==> config.mk <==
export PLATFORM = sky130hd
export DESIGN_NAME = line_err_counters
export DESIGN_NICKNAME = d
export VERILOG_FILES = /design/src/rtl/err_cnt_pkg.sv /design/src/rtl/ev_qualify.sv /design/src/rtl/sat_counter.sv /design/src/rtl/line_err_counters.sv
export SDC_FILE = /design/constraint.sdc
export NUM_CORES = 1
export LEC_CHECK = 0
export CORE_ASPECT_RATIO = 2
export CORE_MARGIN = 5
export CORE_UTILIZATION = 30
export CTS_CLUSTER_SIZE = 28
export DETAILED_ROUTE_END_ITERATION = 10
export PLACE_DENSITY = 0.61
export SKIP_CTS_REPAIR_TIMING = 1
export SLEW_MARGIN = 20
export SYNTH_ARGS = -nofsm -noshare
export SYNTH_HDL_FRONTEND = slang
export SYNTH_SLANG_ARGS = --single-unit
==> constraint.sdc <==
create_clock -name clk -period 3.1 [get_ports clk]
set_clock_uncertainty 0.05 [all_clocks]
set_input_delay 0.62 -clock clk [delete_from_list [all_inputs] [get_ports clk]]
set_output_delay 0.62 -clock clk [all_outputs]
set_load 0.02 [all_outputs]
==> src/rtl/err_cnt_pkg.sv <==
package err_cnt_pkg;
  localparam int REG_W   = 8;
  localparam int ADDR_W  = 3;
  localparam int N_CNT   = 4;
  localparam int BV_IDX  = 0;
  localparam int CRC_IDX = 1;
  localparam int OOF_IDX = 2;
  localparam int FE_IDX  = 3;

  localparam logic [ADDR_W-1:0] A_BV_LO = 3'd0;
  localparam logic [ADDR_W-1:0] A_BV_HI = 3'd1;
  localparam logic [ADDR_W-1:0] A_CRC   = 3'd2;
  localparam logic [ADDR_W-1:0] A_OOF   = 3'd3;
  localparam logic [ADDR_W-1:0] A_FE    = 3'd4;

  // Address of the 8-bit counter with index i (1..3)
  function automatic logic [ADDR_W-1:0] small_addr(input int i);
    return ADDR_W'(i + 1);
  endfunction
endpackage

==> src/rtl/ev_qualify.sv <==
module ev_qualify (
  input  logic cfg_esf,
  input  logic cfg_b8zs_en,
  input  logic cfg_zero_mode,
  input  logic cfg_fs_count,
  input  logic los,
  input  logic ev_bpv,
  input  logic ev_bpv_code,
  input  logic ev_zero8,
  input  logic ev_zero16,
  input  logic ev_crc,
  input  logic ev_oof,
  input  logic ev_ft_err,
  input  logic ev_fs_err,
  input  logic ev_fps_err,
  output logic [err_cnt_pkg::N_CNT-1:0] inc
);
  import err_cnt_pkg::*;

  logic bpv_q, zero_q, fe_raw;

  always_comb begin
    bpv_q  = ev_bpv & ~(cfg_b8zs_en & ev_bpv_code);
    zero_q = cfg_b8zs_en ? ev_zero8 : ev_zero16;
    fe_raw = cfg_esf ? ev_fps_err : (ev_ft_err | (cfg_fs_count & ev_fs_err));
    inc[BV_IDX]  = cfg_zero_mode ? zero_q : bpv_q;
    inc[CRC_IDX] = cfg_esf & ~los & ev_crc;
    inc[OOF_IDX] = ~los & ev_oof;
    inc[FE_IDX]  = ~los & fe_raw;
  end
endmodule

==> src/rtl/sat_counter.sv <==
module sat_counter #(
  parameter int W = 8
) (
  input  logic         clk,
  input  logic         rst_n,
  input  logic         hold_zero,
  input  logic         load,
  input  logic [W-1:0] load_val,
  input  logic         clr,
  input  logic         inc,
  output logic [W-1:0] count,
  output logic         ovf
);
  localparam logic [W-1:0] MAXV = {W{1'b1}};

  function automatic logic [W-1:0] sat_add(input logic [W-1:0] v, input logic up);
    return (up && v != MAXV) ? v + W'(1) : v;
  endfunction

  logic [W-1:0] base;

  always_comb begin
    if (load)     base = load_val;
    else if (clr) base = '0;
    else          base = count;
    ovf = ~hold_zero & inc & (base == MAXV);
  end

  always_ff @(posedge clk) begin
    if (!rst_n || hold_zero) count <= '0;
    else                     count <= sat_add(base, inc);
  end
endmodule

==> src/rtl/line_err_counters.sv <==
module line_err_counters (
  input  logic       clk,
  input  logic       rst_n,
  input  logic       cfg_esf,
  input  logic       cfg_b8zs_en,
  input  logic       cfg_zero_mode,
  input  logic       cfg_fs_count,
  input  logic       cfg_auto_clr,
  input  logic       los,
  input  logic       ev_bpv,
  input  logic       ev_bpv_code,
  input  logic       ev_zero8,
  input  logic       ev_zero16,
  input  logic       ev_crc,
  input  logic       ev_oof,
  input  logic       ev_ft_err,
  input  logic       ev_fs_err,
  input  logic       ev_fps_err,
  input  logic [2:0] reg_addr,
  input  logic       reg_wr,
  input  logic       reg_rd,
  input  logic [7:0] reg_wdata,
  output logic [7:0] reg_rdata,
  input  logic [3:0] irq_mask,
  output logic [3:0] sat_flag,
  output logic       irq
);
  import err_cnt_pkg::*;

  localparam int BV_W = 2 * REG_W;

  logic [N_CNT-1:0] inc;
  logic [N_CNT-1:0] ovf;
  logic [N_CNT-1:0] load;
  logic             rd_clear;
  logic [REG_W-1:0] lo_stage;
  logic [BV_W-1:0]  bv_cnt;
  logic [REG_W-1:0] small_cnt [1:N_CNT-1];

  assign rd_clear = reg_rd & cfg_auto_clr;

  ev_qualify u_qual (
    .cfg_esf(cfg_esf), .cfg_b8zs_en(cfg_b8zs_en), .cfg_zero_mode(cfg_zero_mode),
    .cfg_fs_count(cfg_fs_count), .los(los), .ev_bpv(ev_bpv), .ev_bpv_code(ev_bpv_code),
    .ev_zero8(ev_zero8), .ev_zero16(ev_zero16), .ev_crc(ev_crc), .ev_oof(ev_oof),
    .ev_ft_err(ev_ft_err), .ev_fs_err(ev_fs_err), .ev_fps_err(ev_fps_err), .inc(inc)
  );

  always_ff @(posedge clk) begin
    if (!rst_n) lo_stage <= '0;
    else if (reg_wr && reg_addr == A_BV_LO) lo_stage <= reg_wdata;
  end

  assign load[BV_IDX] = reg_wr && reg_addr == A_BV_HI;

  sat_counter #(.W(BV_W)) u_bv (
    .clk(clk), .rst_n(rst_n), .hold_zero(1'b0), .load(load[BV_IDX]),
    .load_val({reg_wdata, lo_stage}), .clr(rd_clear), .inc(inc[BV_IDX]),
    .count(bv_cnt), .ovf(ovf[BV_IDX])
  );

  for (genvar i = 1; i < N_CNT; i++) begin : g_small
    assign load[i] = reg_wr && reg_addr == small_addr(i);
    sat_counter #(.W(REG_W)) u_cnt (
      .clk(clk), .rst_n(rst_n), .hold_zero(i == CRC_IDX ? ~cfg_esf : 1'b0),
      .load(load[i]), .load_val(reg_wdata), .clr(rd_clear), .inc(inc[i]),
      .count(small_cnt[i]), .ovf(ovf[i])
    );
  end

  always_ff @(posedge clk) begin
    if (!rst_n) sat_flag <= '0;
    else        sat_flag <= ovf | (sat_flag & ~load);
  end

  assign irq = |(sat_flag & irq_mask);

  always_ff @(posedge clk) begin
    if (!rst_n) reg_rdata <= '0;
    else if (reg_rd) begin
      case (reg_addr)
        A_BV_LO: reg_rdata <= bv_cnt[REG_W-1:0];
        A_BV_HI: reg_rdata <= bv_cnt[BV_W-1:REG_W];
        A_CRC:   reg_rdata <= small_cnt[CRC_IDX];
        A_OOF:   reg_rdata <= small_cnt[OOF_IDX];
        A_FE:    reg_rdata <= small_cnt[FE_IDX];
        default: reg_rdata <= '0;
      endcase
    end
  end
endmodule


== After elaboration in Yosys (flattened, before gate mapping) ==
Index checks and enable logic that the tools add are counted.

* Register bits after elaboration: 60
* Input bits: 34
* Output and inout bits: 13
* Logic and storage cells: 73

* $add $sub $neg: 4
* Equal/unequal tests: 12
* Muxes and demuxes: 16
* Bitwise gates (word level): 21
* Reductions and logical operators: 13

{| class="wikitable"
|+ Operators by type and width
! operator !! count
|-
| 8-bit two-way mux || 9
|-
| 16-bit two-way mux || 3
|-
| 8-bit case mux with 5 select lines || 1
|-
| 8-bit by 1-bit adder with 8-bit output (second input constant) || 3
|-
| 8-bit equality test (second input constant) || 3
|-
| 8-bit != test (second input constant) || 3
|-
| 16-bit by 1-bit adder with 16-bit output (second input constant) || 1
|-
| 16-bit equality test (second input constant) || 1
|-
| 16-bit != test (second input constant) || 1
|-
| 1-bit AND || 13
|-
| 1-bit logical AND || 9
|-
| 4-bit AND || 2
|-
| 3-bit by 2-bit equality test with 1-bit output (second input constant) || 2
|-
| 4-bit inverter || 1
|-
| 4-bit OR || 1
|-
| 4-bit OR reduction || 1
|-
| 3-bit by 1-bit equality test with 1-bit output (second input constant) || 1
|-
| 3-bit equality test (second input constant) || 1
|-
| 3-bit zero test || 1
|-
| 1-bit two-way mux || 3
|-
| 1-bit inverter || 3
|-
| 1-bit zero test || 1
|-
| 1-bit logical OR || 1
|-
| 1-bit OR || 1
|}

== Logic depth before layout (Yosys ltp) ==
Gate-level depths: netlist of the first run.

* Depth in word-level cells: 6
* Gate-level depth with buffers: 13
* Depth with buffers taken out: 10

== Cells and area by module ==
A second synthesis of the first run with hierarchy kept.

* Cell total of the unflattened synthesis: 480
* Area total of the unflattened synthesis: 4061.4 µm²

{| class="wikitable"
|+ Modules (own cells, without submodules)
! module !! instances !! cells each !! area each (µm²) !! seq. area each (µm²)
|-
| sat_counter at g_small[1].u_cnt ... || 3 || 65 || 574.3 || 160.2
|-
| line_err_counters || 1 || 141 || 1158.6 || 400.4
|-
| sat_counter at u_bv || 1 || 133 || 1122.3 || 320.3
|-
| ev_qualify || 1 || 11 || 57.6 || 0.0
|}

== Worst setup path after synthesis of the first run ==
Ideal clock, no wire load.

* Kind: in2reg
* Start point: in cfg_auto_clr
* End point: reg g_small[1].u_cnt.count[5]
* Library setup time: 0.132 ns
* Data arrival time: 3.095 ns
* Data required time: 2.918 ns
* Setup slack: -0.177 ns
* Stages on the path: 13
* Path buffers: 3
* Cell sequence: nand2_1 -> clkbuf_1 -> clkbuf_1 -> clkbuf_1 -> nand3_1 -> nand2_1 -> ha_1 -> nand3_1 -> or4_1 -> o211ai_1 -> nor3_1 -> a221oi_1 -> a211oi_1

* Cells in the longest elaborated chain, start to end: 6
* Elaborated cells on any way between the ends: 7
* Classes of those cells: add/sub (1); eq/ne (1); mux (3); bitwise (1); reduce/logical (1)

{| class="wikitable"
|+ Ends and longest elaborated chain
! what !! RTL line !! text
|-
| from (decl) || line_err_counters.sv:8 || <nowiki>input logic cfg_auto_clr,</nowiki>
|-
| 1-bit AND (*) || line_err_counters.sv:40 || <nowiki>assign rd_clear = reg_rd & cfg_auto_clr;</nowiki>
|-
| 8-bit two-way mux (*) || sat_counter.sv:24 || <nowiki>else if (clr) base = '0;</nowiki>
|-
| 8-bit two-way mux (*) || sat_counter.sv:23 || <nowiki>if (load) base = load_val;</nowiki>
|-
| branches (longest 2 deep; another with 8-bit by 1-bit adder with 8-bit output) || - ||
|-
| 8-bit two-way mux (*) || sat_counter.sv:17 || <nowiki>return (up && v != MAXV) ? v + W'(1) : v;</nowiki>
|-
| to (signal assigned) || sat_counter.sv:31 || <nowiki>else count <= sat_add(base, inc);</nowiki>
|-
| to (decl) || sat_counter.sv:11 || <nowiki>output logic [W-1:0] count,</nowiki>
|}

Mark *: on every way between the ends.
A chain may end at the register's enable or synchronous reset.

== Final worst setup path of the first run ==
* Start point: in reg_wr
* End point: reg g_small[1].u_cnt.count[1]

* Cells in the longest elaborated chain, start to end: 5
* Elaborated cells on any way between the ends: 6
* Classes of those cells: add/sub (1); eq/ne (1); mux (2); reduce/logical (2)

{| class="wikitable"
|+ Ends and longest elaborated chain
! what !! RTL line !! text
|-
| from (decl) || line_err_counters.sv:20 || <nowiki>input logic reg_wr,</nowiki>
|-
| 1-bit logical AND (*) || line_err_counters.sv:63 || <nowiki>assign load[i] = reg_wr && reg_addr == small_addr(i);</nowiki>
|-
| 8-bit two-way mux (*) || sat_counter.sv:23 ||
|-
| branches (longest 2 deep; another with 8-bit by 1-bit adder with 8-bit output) || - ||
|-
| 8-bit two-way mux (*) || sat_counter.sv:17 ||
|}

Marks and branches as above.

==> flow_metrics.tcl, run 1 <==
set metrics [dict create \
    grt_overflow 0 \
    nFillCells 1273 \
    grt_first_pass_wirelength_um 22300 \
    critical_path_top_delay_cell "sky130_fd_sc_hd__clkdlybuf4s50_1" \
    design.die.area_mm2 0.0153 \
    final_core_util 0.404 \
    critical_path.reg2reg.endpoint "u_bv.count[14]" \
    antenna_found_initial 0 \
    worstSetupStartpointType "primary input" \
    timing.critical_path.max_delay_family "simple AND/OR/NAND/NOR gates" \
    clk_path_buf_depth 2 \
    first_iter_violations 305 \
    worst_hold_path.num_cells 2 \
    synth_nets 554 \
    finalWorstPathRequiredPeriod_ns 2.94 \
    synth_seq_area_share 0.312 \
    placed_cells 736 \
    clkSinkCount 60 \
    synth-edff-count 0 \
    drc_errors 0 \
    worstPathMaxFanout 8 \
    worst_ep_arrival_time_ns 3.13 \
    routed_wl_um 14500 \
    post_place_setup_slack_ns -0.182 \
    numCtsBuffers 9 \
    timing_worst_setup_path_type "in2reg" \
    cap_violations 0 \
    cts.root.buffer_cell "sky130_fd_sc_hd__clkbuf_16" \
    tightest_slew_ns 0.601 \
    max_slew_violations 0 \
    detailedPlacementHpwl_um 11400 \
    pin_count 47 \
    relSlewSlack 0.589 \
    power.ir.vdd_worst_mv 0.311 \
    postLayoutSetupSlackWorst_ns 0.158 \
    firstDrtPassIters 4 \
    cp-end-kind "register" \
    power.leakage_nw 1.90 \
    synth_area_leader_cell "sky130_fd_sc_hd__dfxtp_1" \
    area_growth_pct 32.0 \
    tritoncts "done" \
    yosys-top-cells-area "sky130_fd_sc_hd__dfxtp_1 31%, sky130_fd_sc_hd__a21oi_1 7.3%, sky130_fd_sc_hd__nand2_1 6.3%" \
    worst_hold_path_type "reg2reg" \
    synth_top_cell_area_share 0.312 \
    post_route_fraction_of_the_period_consumed_by_the_critical_path 0.949 \
    yosys-top-cells-count "65 x sky130_fd_sc_hd__nand2_1, 60 x sky130_fd_sc_hd__dfxtp_1, 56 x sky130_fd_sc_hd__a21oi_1, 48 x sky130_fd_sc_hd__nor2_1" \
    run_status "finished clean" \
    hold_path.startpoint "lo_stage[7]" \
    fmax_ghz 0.340 \
    die-height_um 170 \
    post_layout_nonfiller_instances 752 \
    routed-via-count 4290 \
    post_syn_instances 519 \
    n_antenna_cell 0 \
    crit_path_max_incr_delay_ns 0.52 \
    clock_latency_ns 0.34 \
    via_per_inst 5.70 \
    die_width_um 90.1 \
    row_cnt 58 \
    gp_congestion 0.981 \
    synth-main-ff-cell "sky130_fd_sc_hd__dfxtp_1" \
    async_reset_ff_frac 0 \
    synth.lib_cells_used.distinct 63 \
    powerDensity_mw_per_mm2 404 \
    grt_max_degree 47 \
    global_route.usage.total 0.185 \
    timing.reg2reg.setup_slack_ns 0.88 \
    numPortBuffers 46 \
    power_w 0.00205 \
    synth_most_common_cell "sky130_fd_sc_hd__nand2_1" \
    postSynthRegisterBits 60 \
    hold_violations 0 \
    fp.coreArea_mm2 0.0126 \
    worst_ep_required_time_ns 3.28 \
    finalSetupViolations 0 \
    finalNetCount 632 \
    antenna_violating_nets_post_route 0 \
    r2r.worst_path.cells 7 \
    rsz0062_at_grt "false" \
    worstPathCellList "clkdlybuf4s50_1, nor4bb_1, buf_4, nand2_1, nand2_1, ha_1, nand3_1, or4_1, o211ai_1, buf_4, nor2_1, a311oi_1" \
    drive_above_1_share 0.138 \
    routed_wire_length_per_instance_um 19.2 \
    syn-cell-area_mm2 0.00384 \
    initial_core_util 0.306 \
    count_of_buffering_cells_on_the_critical_path_with_inverters_included 3 \
    timing.hold.worst_endpoint "lo_stage[7]" \
    vias_in_the_first_global_route 4312 \
    clk_pin_slew_ns 0.05 \
    ys.warnings.count 0 \
    htree_levels 3 \
    synth_area_per_cell_um2 7.41 \
    worstReg2RegStart "lo_stage[3]" \
]
-- per-stage QoR --
| step | TNS [ns] | hold WS (ns) | area (µm²) |
|---|---|---|---|
| floorplan | 0 | 0.399 | 3850 |
| global placement | -0.639 | 0.412 | 4790 |
| detailed placement | -1.05 | 0.421 | 4790 |
| CTS | 0 | 0.428 | 5070 |
| global route | 0 | 0.466 | 5070 |
| finish | 0 | 0.424 | 5070 |
-- cell usage in the layout (no fill, tap or decap), drive strengths merged, types with 13 or more instances in the layout --
cell type,netlist,layout
nand2,65,65
dfxtp,60,60
buf,14,60
a21oi,56,56
nor2,48,48
clkdlybuf4s50,0,46
nand3,26,26
and3,26,26
mux2i,19,19
nor3,16,16
o21ai,14,14
nor2b,13,13
-- registers in the layout (all words and copies together), names as in the netlist --
signal,cells
g_small.u_cnt.count,24
lo_stage,8
reg_rdata,8
sat_flag,4
u_bv.count,16
-- how the worst max path moves through the flow --
stage / startpoint / to / slack [ns] / cells after the start
2_1_floorplan: cfg_auto_clr / g_small[1].u_cnt.count[5] / 0.005 / 13
3_5_place_dp: reg_wr / g_small[1].u_cnt.count[1] / -0.18 / 12
4_1_cts: reg_wr / g_small[1].u_cnt.count[1] / 0.17 / 12
6_report: reg_wr / g_small[1].u_cnt.count[1] / 0.16 / 12
3_3_place_gp: reg_wr / g_small[1].u_cnt.count[5] / -0.11 / 12
5_1_grt: reg_wr / g_small[1].u_cnt.count[1] / 0.008 / 12
-- area by class of cell --
type,instances,area (µm²),area share
well taps,150,188,0.0370
multi-input cells,418,2480,0.489
clock inverters,5,52.6,0.0104
clock buffers,11,233,0.0459
inverters,2,7.51,0.00148
flip-flops and latches,60,1200,0.237
repair buffers,106,911,0.179
-- power by group --
part	total, W	switching (W)	internal, W
Combinational	0.000272	0.000155	0.000117
Sequential	0.000805	0.0000173	0.000788
Clock	0.000975	0.000357	0.000617
-- logic make-up after synthesis --
| kind of cell | after synthesis | share of synthesized area |
|---|---|---|
| adder cells (fa/ha/maj) | 1 | 0.00325 |
| buffers and inverters | 41 | 0.0439 |
| AND/OR/NAND/NOR | 249 | 0.334 |
| AO/OA/AOI/OAI | 133 | 0.219 |
| flip-flops | 60 | 0.312 |
| multiplexers | 21 | 0.0553 |
| XOR/XNOR | 14 | 0.0319 |
-- per-layer routing --
metal	vias up	wire length (µm)	global-route usage
met4	0	1320	0.159
met3	63	689	0.0292
li1	2060	-	-
met2	170	7540	0.341
met1	1997	4910	0.173
met5	-	0	0
-- tightest hold or removal path: stages, from the launching register on --
cell and delay (ns):
sky130_fd_sc_hd__dfxtp_1 0.32, sky130_fd_sc_hd__nand2_1 0.06, sky130_fd_sc_hd__a21oi_1 0.05
(Power assumes the default switching activity.)
==> run 2: changes to the inputs <==
Clock period 3.1 ns to 2.7 ns, I/O delays scaled along.
==> run 2 against run 1 <==
Clock power increased by 25%. Sequential power grew 15%. Sequential cell count stayed put. Combinational power up 28%.
==> flow_metrics.tcl, run 2 (synthesis gave the netlist of run 1 again) <==
set metrics [dict create \
    run_status "finished clean" \
    drc_errors 0 \
    hold_violations 0 \
    grt_overflow 0 \
    grt_max_degree 26 \
    firstDrtPassIters 5 \
    numPortBuffers 46 \
    met1_length_um 5280 \
    worst_hold_path_type "reg2reg" \
    clkSinkCount 60 \
    antenna_violating_nets_post_route 0 \
    cap_violations 0 \
    cp-end-kind "register" \
    global_route.usage.total 0.201 \
    routed_wire_length_per_instance_um 19.3 \
    clk_path_buf_depth 2 \
    largest_register_ff_count 24 \
    powerDensity_mw_per_mm2 455 \
    first_iter_violations 296 \
    fmax_ghz 0.387 \
    via_per_inst 5.59 \
    finalSetupViolations 0 \
    tightest_slew_ns 0.470 \
    numCtsBuffers 9 \
    cellInternalPower_w 0.00188 \
    totalNegativeSetupSlack_ns 0 \
    net-switching-power_w 0.000618 \
    relSlewSlack 0.684 \
    detailedPlacementHpwl_um 12200 \
    final_core_util 0.437 \
    timing_worst_setup_path_type "in2reg" \
    vias_in_the_first_global_route 4624 \
    power.ir.vdd_worst_mv 0.358 \
    grt_first_pass_wirelength_um 24300 \
    most_frequent_cells_in_the_layout "97 x sky130_fd_sc_hd__buf_4, 62 x sky130_fd_sc_hd__nand2_1, 60 x sky130_fd_sc_hd__dfxtp_1" \
    worst_hold_path.num_cells 2 \
    clk_pin_slew_ns 0.05 \
    die-height_um 170 \
    crit_path_max_incr_delay_ns 0.60 \
    reg_top3 "g_small.u_cnt.count x24, u_bv.count x16" \
    initial_core_util 0.306 \
    finalWorstPathRequiredPeriod_ns 2.58 \
    post_route_fraction_of_the_period_consumed_by_the_critical_path 0.957 \
    htree_levels 3 \
    worstPathCellList "clkdlybuf4s50_1, nand2_1, nand2_2, ha_4, and4_1, nand3_1, o211ai_1, buf_4, or4_1, a21oi_1" \
    largest-register "g_small.u_cnt.count" \
    routed-via-count 4417 \
    finalNetCount 670 \
    area_growth_pct 42.7 \
    critical_path_top_delay_cell "sky130_fd_sc_hd__clkdlybuf4s50_1" \
    row_cnt 58 \
    rsz0062_at_grt "false" \
    worstSetupStartpointType "primary input" \
    tritoncts "done" \
    gp_congestion 0.930 \
    n_antenna_cell 0 \
    design.die.area_mm2 0.0153 \
    clock_latency_ns 0.33 \
    routed_wl_um 15200 \
    cts.root.buffer_cell "sky130_fd_sc_hd__clkbuf_16" \
    worstPathMaxFanout 8 \
    die_width_um 90.1 \
    r2r.worst_path.cells 6 \
    worst_ep_required_time_ns 2.92 \
    pin_count 47 \
    p_clk_frac 0.490 \
    fp.coreArea_mm2 0.0126 \
    power.combinational.fraction 0.139 \
    sw_frac_of_total 0.248 \
    mostFrequentLayoutCell "sky130_fd_sc_hd__buf_4" \
    wl_met3_um 609 \
    sequentialPowerShare 0.371 \
    drive_above_1_share 0.208 \
    met2RoutedLength_um 8180 \
    power.leakage_nw 2.18 \
    worst_ep_arrival_time_ns 2.80 \
    maxUsedRoutingLayer "met4" \
    antenna_found_initial 0 \
    max_slew_violations 0 \
]
[run 2: cell types whose count changed in the layout (fill, tap and decap cells not counted), sizes merged]
| cell | before | now |
|---|---|---|
| clkdlybuf4s50 | 46 | 39 |
| clkinv | 3 | 1 |
| clkbuf | 11 | 13 |
| dlymetal6s2s | 0 | 7 |
| buf | 60 | 98 |
[run 2: path summary, 6_finish.rpt]
check | from | to | slack (ns)
setup / recovery | reg_wdata[0] | g_small[1].u_cnt.count[4] | 0.12
hold / removal | lo_stage[6] | lo_stage[6] | 0.43
setup reg to reg | lo_stage[3] | u_bv.count[15] | 0.53
hold reg to reg | lo_stage[6] | lo_stage[6] | 0.43
[run 2: layout make-up]
cell class                 instances  area [µm²]
clock inverter                     3        42.5
clock buffer                      13         280
fill                            1263        7070
sequential                        60        1200
timing repair buffer             144        1230
multi-input combinational        418        2540
tap                              150         188
inverter                           2        7.51
[run 2: power groups by stage]
stage	logic (W)	registers, W	clock network [W]
6_report	0.000347	0.000926	0.00122
5_1_grt	0.000371	0.000927	0.00128
4_1_cts	0.000340	0.000925	0.00124
3_5_place_dp	0.000338	0.000944	0
3_3_place_gp	0.000334	0.000943	0
2_1_floorplan	0.000161	0.000935	0
[run 2: metrics by stage]
stage	cells	hold slack, ns	setup WS [ns]	cell area (µm²)	power (W)
after floorplan	519	0.399	-0.0746	3880	0.00110
after global placement	773	0.416	-0.476	5090	0.00128
after detailed placement	773	0.422	-0.547	5090	0.00128
after CTS	789	0.429	-0.194	5410	0.00251
after global routing	790	0.446	0.0201	5490	0.00258
final	790	0.429	0.117	5490	0.00250
[run 2: critical path, delay by kind of cell]
kind	cells	cell delay (ns)
fa+ha+maj	1	0.18
simple gates	5	1.02
compound gates	2	0.28
buf+inv	2	0.78
[run 2: layer usage]
metal,vias to the layer above,GRT usage
li1,2127,-
met1,2080,0.192
met2,156,0.378
met3,54,0.0336
met4,0,0.148
met5,-,0
==> run 3: changes to the inputs <==
Settings changed: CTS_BUF_LIST set to sky130_fd_sc_hd__clkbuf_8 sky130_fd_sc_hd__clkbuf_16, GPL_ROUTABILITY_DRIVEN set to 1.
==> results of run 3 <==
Same layout as run 2: the final DEF is identical, and so are final timing and power.
